[src/rtl/qpmu_pkg.sv]
// Package: shared widths, register offsets and status bit positions for the
// queue-port messaging unit. Assumes a byte-addressed 32-bit register window.
package qpmu_pkg;
    localparam int ADDR_W = 8;
    localparam int DATA_W = 32;

    localparam logic [ADDR_W-1:0] OFF_IMSG0 = 8'h10;
    localparam logic [ADDR_W-1:0] OFF_IMSG1 = 8'h14;
    localparam logic [ADDR_W-1:0] OFF_OMSG0 = 8'h18;
    localparam logic [ADDR_W-1:0] OFF_OMSG1 = 8'h1C;
    localparam logic [ADDR_W-1:0] OFF_DBELL = 8'h20;
    localparam logic [ADDR_W-1:0] OFF_ISTAT = 8'h24;
    localparam logic [ADDR_W-1:0] OFF_IMASK = 8'h28;
    localparam logic [ADDR_W-1:0] OFF_OSTAT = 8'h30;
    localparam logic [ADDR_W-1:0] OFF_OMASK = 8'h34;
    localparam logic [ADDR_W-1:0] OFF_INQ   = 8'h40;
    localparam logic [ADDR_W-1:0] OFF_OUTQ  = 8'h44;

    localparam int OST_W      = 3;
    localparam int OST_NEMPTY = 0;
    localparam int OST_OMSG   = 1;
    localparam int OST_OVF    = 2;

    localparam int IST_W      = 4;
    localparam int IST_MSG0   = 0;
    localparam int IST_MSG1   = 1;
    localparam int IST_DBELL  = 2;
    localparam int IST_POST   = 3;

    localparam logic [DATA_W-1:0] EMPTY_TOKEN = '1;
    localparam int HOST_TOKEN_BIT = DATA_W - 1;
endpackage

[src/rtl/qpmu_fifo.sv]
// Module: synchronous first-in first-out token store.
// Assumes one push and one pop port. A push to a full store and a pop from an
// empty store are ignored. With INIT_FULL set, reset loads every entry with
// INIT_BASE + i*INIT_STEP, so the store starts full.
module qpmu_fifo #(
    parameter int W         = 32,
    parameter int DEPTH     = 8,
    parameter bit INIT_FULL = 1'b0,
    parameter int INIT_BASE = 0,
    parameter int INIT_STEP = 0
) (
    input  logic         clk,
    input  logic         rst_n,
    input  logic         push,
    input  logic [W-1:0] push_data,
    input  logic         pop,
    output logic [W-1:0] head,
    output logic         empty,
    output logic         full,
    output logic [$clog2(DEPTH+1)-1:0] count
);
    localparam int PW = (DEPTH > 1) ? $clog2(DEPTH) : 1;
    localparam int CW = $clog2(DEPTH + 1);
    localparam logic [PW-1:0] LAST = PW'(DEPTH - 1);

    logic [W-1:0]  mem [DEPTH];
    logic [PW-1:0] wr_ptr, rd_ptr;
    logic [CW-1:0] cnt;
    logic          do_push, do_pop;

    assign empty   = (cnt == '0);
    assign full    = (cnt == CW'(DEPTH));
    assign do_push = push && !full;
    assign do_pop  = pop && !empty;
    assign head    = mem[rd_ptr];
    assign count   = cnt;

    // Storage: preload on reset, write on an accepted push.
    always_ff @(posedge clk) begin
        if (!rst_n) begin
            for (int i = 0; i < DEPTH; i++) begin
                mem[i] <= INIT_FULL ? W'(INIT_BASE + i * INIT_STEP) : '0;
            end
        end else if (do_push) begin
            mem[wr_ptr] <= push_data;
        end
    end

    // Pointers and occupancy.
    always_ff @(posedge clk) begin
        if (!rst_n) begin
            wr_ptr <= '0;
            rd_ptr <= '0;
            cnt    <= INIT_FULL ? CW'(DEPTH) : '0;
        end else begin
            if (do_push) wr_ptr <= (wr_ptr == LAST) ? '0 : wr_ptr + 1'b1;
            if (do_pop)  rd_ptr <= (rd_ptr == LAST) ? '0 : rd_ptr + 1'b1;
            case ({do_push, do_pop})
                2'b10:   cnt <= cnt + 1'b1;
                2'b01:   cnt <= cnt - 1'b1;
                default: cnt <= cnt;
            endcase
        end
    end
endmodule

[src/rtl/qpmu_msgbox.sv]
// Module: message registers, doorbell and inbound interrupt logic.
// Assumes the host writes inbound messages, the doorbell and the inbound mask,
// while the local side writes outbound messages and clears inbound events.
module qpmu_msgbox
    import qpmu_pkg::*;
(
    input  logic              clk,
    input  logic              rst_n,
    input  logic              wr_imsg0,
    input  logic              wr_imsg1,
    input  logic              wr_dbell,
    input  logic              wr_imask,
    input  logic [DATA_W-1:0] wdata,
    input  logic [1:0]        istat_clr,
    input  logic [DATA_W-1:0] db_clr,
    input  logic [1:0]        omsg_we,
    input  logic [DATA_W-1:0] omsg_data,
    input  logic              post_nempty,
    output logic [DATA_W-1:0] imsg0,
    output logic [DATA_W-1:0] imsg1,
    output logic [DATA_W-1:0] omsg0,
    output logic [DATA_W-1:0] omsg1,
    output logic [DATA_W-1:0] dbell,
    output logic [IST_W-1:0]  istat,
    output logic [IST_W-1:0]  imask,
    output logic              irq
);
    logic [1:0] msg_new;

    // Inbound message registers, loaded by the host.
    always_ff @(posedge clk) begin
        if (!rst_n) begin
            imsg0 <= '0;
            imsg1 <= '0;
        end else begin
            if (wr_imsg0) imsg0 <= wdata;
            if (wr_imsg1) imsg1 <= wdata;
        end
    end

    // Outbound message registers, loaded by the local side.
    always_ff @(posedge clk) begin
        if (!rst_n) begin
            omsg0 <= '0;
            omsg1 <= '0;
        end else begin
            if (omsg_we[0]) omsg0 <= omsg_data;
            if (omsg_we[1]) omsg1 <= omsg_data;
        end
    end

    // Message-written flags: a new write wins over a clear in the same cycle.
    always_ff @(posedge clk) begin
        if (!rst_n) begin
            msg_new <= '0;
        end else begin
            msg_new[0] <= wr_imsg0 | (msg_new[0] & ~istat_clr[0]);
            msg_new[1] <= wr_imsg1 | (msg_new[1] & ~istat_clr[1]);
        end
    end

    // Doorbell: host bits are ORed in, local clears take effect first.
    always_ff @(posedge clk) begin
        if (!rst_n) begin
            dbell <= '0;
        end else begin
            dbell <= (dbell & ~db_clr) | (wr_dbell ? wdata : '0);
        end
    end

    // Inbound interrupt mask.
    always_ff @(posedge clk) begin
        if (!rst_n) begin
            imask <= '0;
        end else if (wr_imask) begin
            imask <= wdata[IST_W-1:0];
        end
    end

    // Inbound status assembly and interrupt.
    always_comb begin
        istat            = '0;
        istat[IST_MSG0]  = msg_new[0];
        istat[IST_MSG1]  = msg_new[1];
        istat[IST_DBELL] = |dbell;
        istat[IST_POST]  = post_nempty;
        irq              = |(istat & ~imask);
    end
endmodule

[src/rtl/qpmu_ostat.sv]
// Module: outbound interrupt status, mask and host interrupt.
// Assumes event inputs are single-cycle pulses. Sticky bits are cleared by
// writing 1, and a set wins over a clear in the same cycle.
module qpmu_ostat
    import qpmu_pkg::*;
(
    input  logic             clk,
    input  logic             rst_n,
    input  logic             out_nempty,
    input  logic             omsg_evt,
    input  logic             ovf_evt,
    input  logic             w1c_we,
    input  logic             mask_we,
    input  logic [OST_W-1:0] wdata,
    output logic [OST_W-1:0] stat,
    output logic [OST_W-1:0] mask,
    output logic             irq
);
    logic omsg_q, ovf_q;

    // Sticky event bits with write-1-to-clear.
    always_ff @(posedge clk) begin
        if (!rst_n) begin
            omsg_q <= 1'b0;
            ovf_q  <= 1'b0;
        end else begin
            omsg_q <= omsg_evt | (omsg_q & ~(w1c_we & wdata[OST_OMSG]));
            ovf_q  <= ovf_evt  | (ovf_q  & ~(w1c_we & wdata[OST_OVF]));
        end
    end

    // Outbound mask register.
    always_ff @(posedge clk) begin
        if (!rst_n) begin
            mask <= '0;
        end else if (mask_we) begin
            mask <= wdata;
        end
    end

    // Status assembly and masked interrupt.
    always_comb begin
        stat             = '0;
        stat[OST_NEMPTY] = out_nempty;
        stat[OST_OMSG]   = omsg_q;
        stat[OST_OVF]    = ovf_q;
        irq              = |(stat & ~mask);
    end
endmodule

[src/rtl/qpmu_top.sv]
// Module: queue-port request messaging unit, top level.
// Decodes the host register window, routes the two queue ports to the free
// list, post queue and completion queue, and collects the status logic.
// Assumes at most one host access per cycle. Read data is registered.
module qpmu_top
    import qpmu_pkg::*;
#(
    parameter int FREE_DEPTH = 8,
    parameter int POST_DEPTH = 4,
    parameter int CMPL_DEPTH = 4,
    parameter int TOK_BASE   = 32'h0000_1000,
    parameter int TOK_STEP   = 32'h0000_0100
) (
    input  logic              clk,
    input  logic              rst_n,
    input  logic              h_wr,
    input  logic              h_rd,
    input  logic [ADDR_W-1:0] h_addr,
    input  logic [DATA_W-1:0] h_wdata,
    output logic [DATA_W-1:0] h_rdata,
    output logic              h_irq,
    output logic              l_ibox_valid,
    output logic [DATA_W-1:0] l_ibox_token,
    input  logic              l_ibox_pop,
    input  logic              l_cmpl_push,
    input  logic [DATA_W-1:0] l_cmpl_token,
    output logic [DATA_W-1:0] l_imsg0,
    output logic [DATA_W-1:0] l_imsg1,
    input  logic [1:0]        l_istat_clr,
    input  logic [1:0]        l_omsg_we,
    input  logic [DATA_W-1:0] l_omsg_data,
    output logic [DATA_W-1:0] l_doorbell,
    input  logic [DATA_W-1:0] l_db_clr,
    output logic              l_irq
);
    localparam int FCW = $clog2(FREE_DEPTH + 1);
    localparam int PCW = $clog2(POST_DEPTH + 1);
    localparam int CCW = $clog2(CMPL_DEPTH + 1);

    logic wr_inq, wr_outq, rd_inq, rd_outq;
    logic free_push, free_empty, free_full;
    logic post_empty, post_full;
    logic out_empty, out_full;
    logic ovf_evt;
    logic [DATA_W-1:0] free_head, out_head, omsg0, omsg1;
    logic [FCW-1:0] free_count;
    logic [PCW-1:0] post_count;
    logic [CCW-1:0] out_count;
    logic [IST_W-1:0] istat, imask;
    logic [OST_W-1:0] ostat, omask;
    logic [DATA_W-1:0] rd_mux;

    // Queue-port decode: one address, separate meaning for read and write.
    assign wr_inq    = h_wr && (h_addr == OFF_INQ);
    assign wr_outq   = h_wr && (h_addr == OFF_OUTQ);
    assign rd_inq    = h_rd && (h_addr == OFF_INQ);
    assign rd_outq   = h_rd && (h_addr == OFF_OUTQ);
    assign free_push = wr_outq && !h_wdata[HOST_TOKEN_BIT];

    // Overflow: any accepted-looking push into a full queue.
    assign ovf_evt = (free_push && free_full) || (wr_inq && post_full) ||
                     (l_cmpl_push && out_full);

    qpmu_fifo #(
        .W(DATA_W), .DEPTH(FREE_DEPTH), .INIT_FULL(1'b1),
        .INIT_BASE(TOK_BASE), .INIT_STEP(TOK_STEP)
    ) u_free (
        .clk(clk), .rst_n(rst_n),
        .push(free_push), .push_data(h_wdata),
        .pop(rd_inq), .head(free_head),
        .empty(free_empty), .full(free_full), .count(free_count)
    );

    qpmu_fifo #(
        .W(DATA_W), .DEPTH(POST_DEPTH), .INIT_FULL(1'b0),
        .INIT_BASE(0), .INIT_STEP(0)
    ) u_post (
        .clk(clk), .rst_n(rst_n),
        .push(wr_inq), .push_data(h_wdata),
        .pop(l_ibox_pop), .head(l_ibox_token),
        .empty(post_empty), .full(post_full), .count(post_count)
    );

    qpmu_fifo #(
        .W(DATA_W), .DEPTH(CMPL_DEPTH), .INIT_FULL(1'b0),
        .INIT_BASE(0), .INIT_STEP(0)
    ) u_cmpl (
        .clk(clk), .rst_n(rst_n),
        .push(l_cmpl_push), .push_data(l_cmpl_token),
        .pop(rd_outq), .head(out_head),
        .empty(out_empty), .full(out_full), .count(out_count)
    );

    assign l_ibox_valid = !post_empty;

    qpmu_msgbox u_msg (
        .clk(clk), .rst_n(rst_n),
        .wr_imsg0(h_wr && (h_addr == OFF_IMSG0)),
        .wr_imsg1(h_wr && (h_addr == OFF_IMSG1)),
        .wr_dbell(h_wr && (h_addr == OFF_DBELL)),
        .wr_imask(h_wr && (h_addr == OFF_IMASK)),
        .wdata(h_wdata),
        .istat_clr(l_istat_clr), .db_clr(l_db_clr),
        .omsg_we(l_omsg_we), .omsg_data(l_omsg_data),
        .post_nempty(!post_empty),
        .imsg0(l_imsg0), .imsg1(l_imsg1),
        .omsg0(omsg0), .omsg1(omsg1),
        .dbell(l_doorbell), .istat(istat), .imask(imask),
        .irq(l_irq)
    );

    qpmu_ostat u_ost (
        .clk(clk), .rst_n(rst_n),
        .out_nempty(!out_empty),
        .omsg_evt(l_omsg_we[0]),
        .ovf_evt(ovf_evt),
        .w1c_we(h_wr && (h_addr == OFF_OSTAT)),
        .mask_we(h_wr && (h_addr == OFF_OMASK)),
        .wdata(h_wdata[OST_W-1:0]),
        .stat(ostat), .mask(omask), .irq(h_irq)
    );

    // Host read data select.
    always_comb begin
        unique case (h_addr)
            OFF_IMSG0: rd_mux = l_imsg0;
            OFF_IMSG1: rd_mux = l_imsg1;
            OFF_OMSG0: rd_mux = omsg0;
            OFF_OMSG1: rd_mux = omsg1;
            OFF_DBELL: rd_mux = l_doorbell;
            OFF_ISTAT: rd_mux = DATA_W'(istat);
            OFF_IMASK: rd_mux = DATA_W'(imask);
            OFF_OSTAT: rd_mux = DATA_W'(ostat);
            OFF_OMASK: rd_mux = DATA_W'(omask);
            OFF_INQ:   rd_mux = free_empty ? EMPTY_TOKEN : free_head;
            OFF_OUTQ:  rd_mux = out_empty  ? EMPTY_TOKEN : out_head;
            default:   rd_mux = '0;
        endcase
    end

    // Registered host read data.
    always_ff @(posedge clk) begin
        if (!rst_n) begin
            h_rdata <= '0;
        end else if (h_rd) begin
            h_rdata <= rd_mux;
        end
    end
endmodule

[config.mk]
export PLATFORM = sky130hd
export DESIGN_NAME = qpmu_top
export DESIGN_NICKNAME = d
export VERILOG_FILES = /design/src/rtl/qpmu_pkg.sv /design/src/rtl/qpmu_fifo.sv /design/src/rtl/qpmu_msgbox.sv /design/src/rtl/qpmu_ostat.sv /design/src/rtl/qpmu_top.sv
export SDC_FILE = /design/constraint.sdc
export NUM_CORES = 1
export LEC_CHECK = 0
export ABC_AREA = 1
export BUFFER_PORTS_ARGS = -buffer_cell sky130_fd_sc_hd__buf_2
export CAP_MARGIN = 20
export CORE_MARGIN = 3
export CORE_UTILIZATION = 40
export CTS_CLUSTER_DIAMETER = 60
export DETAILED_ROUTE_END_ITERATION = 16
export PLACE_DENSITY_LB_ADDON = 0.3
export SYNTH_ARGS = -nofsm -noshare
export SYNTH_HDL_FRONTEND = slang
export SYNTH_SLANG_ARGS = --single-unit
[constraint.sdc]
create_clock -name clk -period 2.7 [get_ports clk]
set_input_delay 0.405 -clock clk [delete_from_list [all_inputs] [get_ports clk]]
set_output_delay 0.405 -clock clk [all_outputs]
set_load 0.03 [all_outputs]
==> results of run 1 <==
-- flip-flops by register name (all words and copies together), names as in the netlist, 4 cells and up, named ones only --
register,count
u_free.mem,256
u_post.mem,128
u_msg.imsg0,32
u_msg.omsg0,32
u_msg.dbell,32
u_msg.imask,4
h_rdata,32
u_msg.omsg1,32
u_free.count,4
u_cmpl.mem,128
u_msg.imsg1,32
-- cell usage after synthesis (11+ instances only) --
cell / n / share of area
inv_1: 203 / 0.023
nand3_1: 350 / 0.054
edfxtp_1: 512 / 0.47
clkbuf_1: 200 / 0.023
o21ai_0: 258 / 0.040
inv_2: 13 / 0.0015
buf_1: 11 / 0.0013
nor2_2: 12 / 0.0023
nand2_1: 700 / 0.081
buf_2: 44 / 0.0067
ha_1: 13 / 0.0050
o22ai_1: 65 / 0.012
a21oi_1: 124 / 0.019
dfxtp_1: 234 / 0.14
nor2_1: 850 / 0.098
o221ai_1: 28 / 0.0075
-- path summary, 6_finish.rpt --
check / from / endpoint / slack [ns] / cells after the start
min reg2reg: h_rdata[8] / h_rdata[8] / 0.46 / 2
max reg2reg: u_cmpl.count[1] / u_cmpl.count[2] / 0.51 / 11
max: u_msg.dbell[8] / l_irq / 0.07 / 10
min: l_omsg_data[12] / u_msg.omsg0[12] / 0.03 / 3
-- layer usage --
metal	GRT usage	vias to the layer above
met5	0	-
met4	0.1238	4
met3	0.04115	259
met2	0.4012	1370
met1	0.3555	13179
li1	-	12698
-- metrics by stage --
stage	cells	cell area (um^2)	hold WS [ns]	util	power [mW]
final	5068	38530	0.02730	0.4776	25.02
after global routing	5068	38530	0.02765	0.4776	25.67
after floorplan	3668	32670	0.4371	-	13.65
after CTS	5068	38530	0.0001064	0.4776	25.09
after global placement	4907	35820	0.4522	0.4440	14.35
after detailed placement	4907	35820	0.4534	0.4440	14.37
-- cell families after synthesis --
logic type	Yosys count	synth area share
compound gates	484	0.08089
xor+xnor	2	0.0005368
fa+ha+maj	15	0.006210
buf+inv	479	0.05769
flops	746	0.6146
other cells	1	0.0001149
simple gates	1934	0.2400
-- worst min-delay path, cell delays in order --
cell	delay, ns
buf_2	0.09
nor2_1	0.04
nor2_1	0.08
-- repair_timing --
| item | in CTS | in global routing |
|---|---|---|
| pin swaps | 4 | 2 |
| buffers inserted | 2 | 0 |
| endpoints found under the setup margin | 1 | 1 |
| resized for setup | 6 | 2 |
| hold buffers | 11 | 0 |
| hold endpoints to repair | 16 | 0 |
-- layout by cell type (no fill, tap or decap), types with 11 or more instances in the layout --
| cell type | instances |
|---|---|
| nor2_1 | 844 |
| nand2_1 | 698 |
| clkinv_1 | 11 |
| buf_12 | 26 |
| ha_1 | 13 |
| buf_4 | 109 |
| clkbuf_1 | 25 |
| nor2_2 | 15 |
| o21ai_0 | 258 |
| dfxtp_1 | 229 |
| inv_1 | 201 |
| buf_2 | 306 |
| inv_2 | 12 |
| nand3_1 | 350 |
| o221ai_1 | 28 |
| clkbuf_16 | 84 |
| edfxtp_1 | 512 |
| dlygate4sd3_1 | 11 |
| a21oi_1 | 124 |
| clkinv_2 | 13 |
| o22ai_1 | 65 |
-- power by group --
part | switching [mW] | internal, mW
registers | 0.126 | 12.6
clock network | 4.60 | 6.26
logic | 1.06 | 0.363
total | 5.79 | 19.2
-- cell type report --
class	count	share of cell area
flip-flops and latches	746	0.5209
multi-input cells	2443	0.2792
inverters	218	0.02133
clock inverters	33	0.007598
repair buffers	453	0.07764
well taps	1060	0.03442
clock buffers	115	0.05897
==> flow_metrics.env, run 1 <==
export IMPL_status="finished clean"
export IMPL_cp_slowest_cell="dfxtp_4"
export IMPL_fin_tns_setup_ns=0
export IMPL_cpMostUsedCell="buf_4"
export IMPL_grt_first_pass_wirelength_um=166300
export IMPL_antennaDiodeCount=0
export IMPL_grt_pass1_vias=25967
export IMPL_synthArstFlopShare=0
export IMPL_wl_um=112500
export IMPL_n_fill_cell=7616
export IMPL_slew_headroom=0.3423
export IMPL_path_class="reg2out"
export IMPL_clock_latency_ns=0.63
export IMPL_cp_buffers_inverters=4
export IMPL_max_freq_mhz=379.5
export IMPL_cts_buffers=81
export IMPL_area_growth_pct=18.06
export IMPL_fin_worst_skew_ns=0.02873
export IMPL_drt_antenna_violating_nets=0
export IMPL_worstPathCellList="nor2_4 > buf_6 > nand2_1 > nor2_1 > buf_4 > nand2_1 > nor2_1 > buf_4 > o211ai_1 > buf_4"
export IMPL_clock_sinks=746
export IMPL_cpPeakStageDelay_ns=0.35
export IMPL_grt_ovfl_total=0
export IMPL_crit_family="buffers and inverters"
export IMPL_firstDrtPassIters=6
export IMPL_core_area_um2=80680
export IMPL_cts_root_buf="clkbuf_16"
export IMPL_antenna_found_initial=2
export IMPL_place_ws_ns=0.1300
export IMPL_synthesis_area_um2=32640
export IMPL_ys_flop_type="edfxtp_1"
export IMPL_cts_tree="yes"
export IMPL_rsz0062_at_grt="no"
export IMPL_crit_path_start_kind="flop"
export IMPL_crit_arrival_ns=2.23
export IMPL_setup_viol=0
export IMPL_pin_count=309
export IMPL_vias=27510
export IMPL_wl_met2_um=51040
export IMPL_die_y_um=291.7
export IMPL_grt_usage=0.2585
export IMPL_dp_hpwl_um=77150
export IMPL_irDropWorstVdd_mv=0.3723
export IMPL_port_buffer_count=308
export IMPL_drcViolationCount=0
export IMPL_dieWidth_um=291.7
export IMPL_min_period_over_period=0.9759
export IMPL_cp_max_fo=2
export IMPL_htreeDepth=3
export IMPL_hold_path_class="in2reg"
export IMPL_critPathCaptureType="output port"
export IMPL_period_needed_ns=2.635
export IMPL_wl_met1_um=45460
export IMPL_synth_seq_area_share=0.6146
export IMPL_powerDensity_nw_per_um2=649.3
export IMPL_worstPathRequired_ns=2.30
export IMPL_tightestPinTransition_ns=0.9865
export IMPL_postLayoutSetupSlackWorst_ns=0.06520
export IMPL_synth_distinct_cells=39
export IMPL_multi_input_area_um2=10760
export IMPL_yosysWarningCount=0
export IMPL_maxCapViolCount=0
export IMPL_vias_per_cell=5.428
export IMPL_wl_met3_um=10470
export IMPL_die_area_um2=85060
export IMPL_initial_utilization=0.4046
export IMPL_drt_iter0_markers=3007
export IMPL_final_nets=4104
export IMPL_synth_seq_cells=746
export IMPL_maxUsedRoutingLayer="met5"
export IMPL_cts_max_path_buffers=3
export IMPL_grt_max_degree=102
export IMPL_finalHoldViolCount=0
export IMPL_syn_inst=3661
export IMPL_avgRoutedWirePerCell_um=22.21
export IMPL_synth_edf_count=512
export IMPL_leakage_nw=16.04
export IMPL_syn_avg_cell_area_um2=8.915
export IMPL_drive_gt1_frac=0.1514
export IMPL_rows=104
export IMPL_gp_congestion=0.9193
export IMPL_maxSlewViolCount=0
export IMPL_ff_latch_area_um2=20070
export IMPL_clk_pin_slew_ns=0.06
No activity file was read; power rests on OpenSTA's default activity.
==> run 2, diff against run 1 <==
Settings changed: SETUP_SLACK_MARGIN set to 0.1.
Clock period 2.7 ns to 2.99 ns, I/O delays scaled along.
==> run 2 against run 1 <==
  * Routed wire length decreased by 0.91%
  * Hold slack better by 0.033 ns
  * Clock skew is 0.00090 ns lower
  * Via count down 0.66%
  * Die area unchanged
  * Cell count is 0.77% lower
  * First-iteration DRC count rose by 4.2%
  * Worst setup slack better by 0.14 ns
  * Non-clock buffer count is 38 lower
  * Register-to-register slack improved by 0.11 ns
  * Clock power fell by 9%
  * Sequential share of layout area increased by 0.46 points
  * Largest power group unchanged
==> flow_metrics.env, run 2 (synthesis gave the netlist of run 1 again) <==
export IMPL_status="finished clean"
export IMPL_powerDensity_nw_per_um2=592.1
export IMPL_cts_max_path_buffers=3
export IMPL_final_common_cell="nor2_1"
export IMPL_final_nets=4065
export IMPL_final_cell_mix="nor2_1 (845), nand2_1 (700), edfxtp_1 (512)"
export IMPL_rsz0062_at_grt="no"
export IMPL_grt_ovfl_total=0
export IMPL_irDropWorstVdd_mv=0.3476
export IMPL_core_area_um2=80680
export IMPL_tightestPinTransition_ns=0.8684
export IMPL_clk_pin_slew_ns=0.07
export IMPL_n_fill_cell=7661
export IMPL_gp_congestion=0.8842
export IMPL_htreeDepth=3
export IMPL_maxSlewViolCount=0
export IMPL_rows=104
export IMPL_vias=27328
export IMPL_clock_sinks=746
export IMPL_antennaDiodeCount=0
export IMPL_max_freq_mhz=359.1
export IMPL_placed_area_um2=35590
export IMPL_initial_utilization=0.4046
export IMPL_firstDrtPassIters=5
export IMPL_wl_um=111500
export IMPL_drive_gt1_frac=0.1459
export IMPL_vias_per_cell=5.434
export IMPL_avgRoutedWirePerCell_um=22.18
export IMPL_utilization=0.4733
export IMPL_grt_usage=0.2550
export IMPL_fin_tns_setup_ns=0
export IMPL_slew_headroom=0.4205
export IMPL_reg_top3="u_free.mem (256), u_cmpl.mem (128), u_post.mem (128)"
export IMPL_top_register="u_free.mem"
export IMPL_cts_root_buf="clkbuf_16"
export IMPL_die_area_um2=85060
export IMPL_period_needed_ns=2.785
export IMPL_drt_antenna_violating_nets=0
export IMPL_fin_area_um2=38180
export IMPL_drcViolationCount=0
export IMPL_largest_reg_flops=256
export IMPL_pin_count=309
export IMPL_critPathCaptureType="output port"
export IMPL_post_cts_buffers=0
export IMPL_antenna_found_initial=4
export IMPL_port_buffer_count=308
export IMPL_whs_ns=0.06009
export IMPL_min_period_over_period=0.9313
export IMPL_setup_viol=0
export IMPL_crit_arrival_ns=2.34
export IMPL_grt_pass1_vias=25573
export IMPL_fin_worst_skew_ns=0.02783
export IMPL_grt_first_pass_wirelength_um=164000
export IMPL_maxCapViolCount=0
export IMPL_path_class="reg2out"
export IMPL_area_growth_pct=16.99
export IMPL_dp_hpwl_um=74330
export IMPL_leakage_nw=15.89
export IMPL_hold_path_class="in2reg"
export IMPL_drt_iter0_markers=3132
export IMPL_cp_max_fo=4
export IMPL_worstPathRequired_ns=2.54
export IMPL_cts_tree="yes"
export IMPL_clock_latency_ns=0.63
export IMPL_cts_buffers=80
export IMPL_grt_max_degree=138
export IMPL_crit_path_start_kind="flop"
export IMPL_finalHoldViolCount=0
export IMPL_dieWidth_um=291.7
export IMPL_die_y_um=291.7
## run 2: cell types whose count changed in the layout (fill, tap and decap cells not counted), sizes merged
| cell | delta |
|---|---|
| buf | -27 |
| bufinv | +1 |
| clkbuf | -3 |
| clkinv | -3 |
| clkinvlp | -2 |
| dlygate4sd3 | -11 |
| inv | +6 |
## run 2: routing by layer
| layer | track usage | wire length [um] | vias up |
|---|---|---|---|
| li1 | - | - | 12621 |
| met2 | 0.4006 | 50990 | 1352 |
| met3 | 0.04533 | 9936 | 216 |
| met1 | 0.3516 | 46060 | 13139 |
| met5 | 0 | 0 | - |
| met4 | 0.1017 | 4532 | 0 |
## run 2: worst max-delay path, stage by stage, from the launching register on
cell,delay [ns]
dfxtp_1,0.53
nor2_1,0.08
nand2_1,0.22
nor2_1,0.09
nand2_1,0.07
nor2_1,0.05
buf_4,0.18
o211ai_1,0.24
buf_2,0.25
## run 2: final timing paths
kind	startpoint	endpoint	slack (ns)	cells past startpoint
max	u_msg.dbell[2]	l_irq	0.21	8
min	l_omsg_data[28]	u_msg.omsg1[28]	0.06	3
max reg2reg	u_post.count[2]	u_post.mem[3][27]	0.62	11
min reg2reg	h_rdata[14]	h_rdata[14]	0.46	2
## run 2: through the flow
step | std cells | power, mW | worst slack [ns]
detailed placement | 4882 | 12.94 | 0.3824
global route | 5029 | 23.21 | 0.1181
CTS | 5029 | 22.68 | 0.1539
floorplan | 3668 | 12.33 | 0.1069
global placement | 4882 | 12.92 | 0.4240
finish | 5029 | 22.61 | 0.2053
## run 2: timing repair
item                                    CTS  global route
endpoints found under the setup margin    0             1
gates resized for setup                   0             1
hold buffers                              0             0
## run 2: final cells by class
class,count,area (um^2),area share
clock inverters,35,315.3,0.008257
multi-input cells,2443,10750,0.2814
flip-flops and latches,746,20070,0.5255
well taps,1060,1326,0.03473
clock buffers,112,2275,0.05957
inverters,218,822.0,0.02153
repair buffers,415,2635,0.06901
## run 2: power by group
| part | switching (mW) | internal, mW |
|---|---|---|
| Sequential | 0.110 | 11.4 |
| Combinational | 0.935 | 0.299 |
| Clock | 4.12 | 5.76 |
| Total | 5.17 | 17.4 |
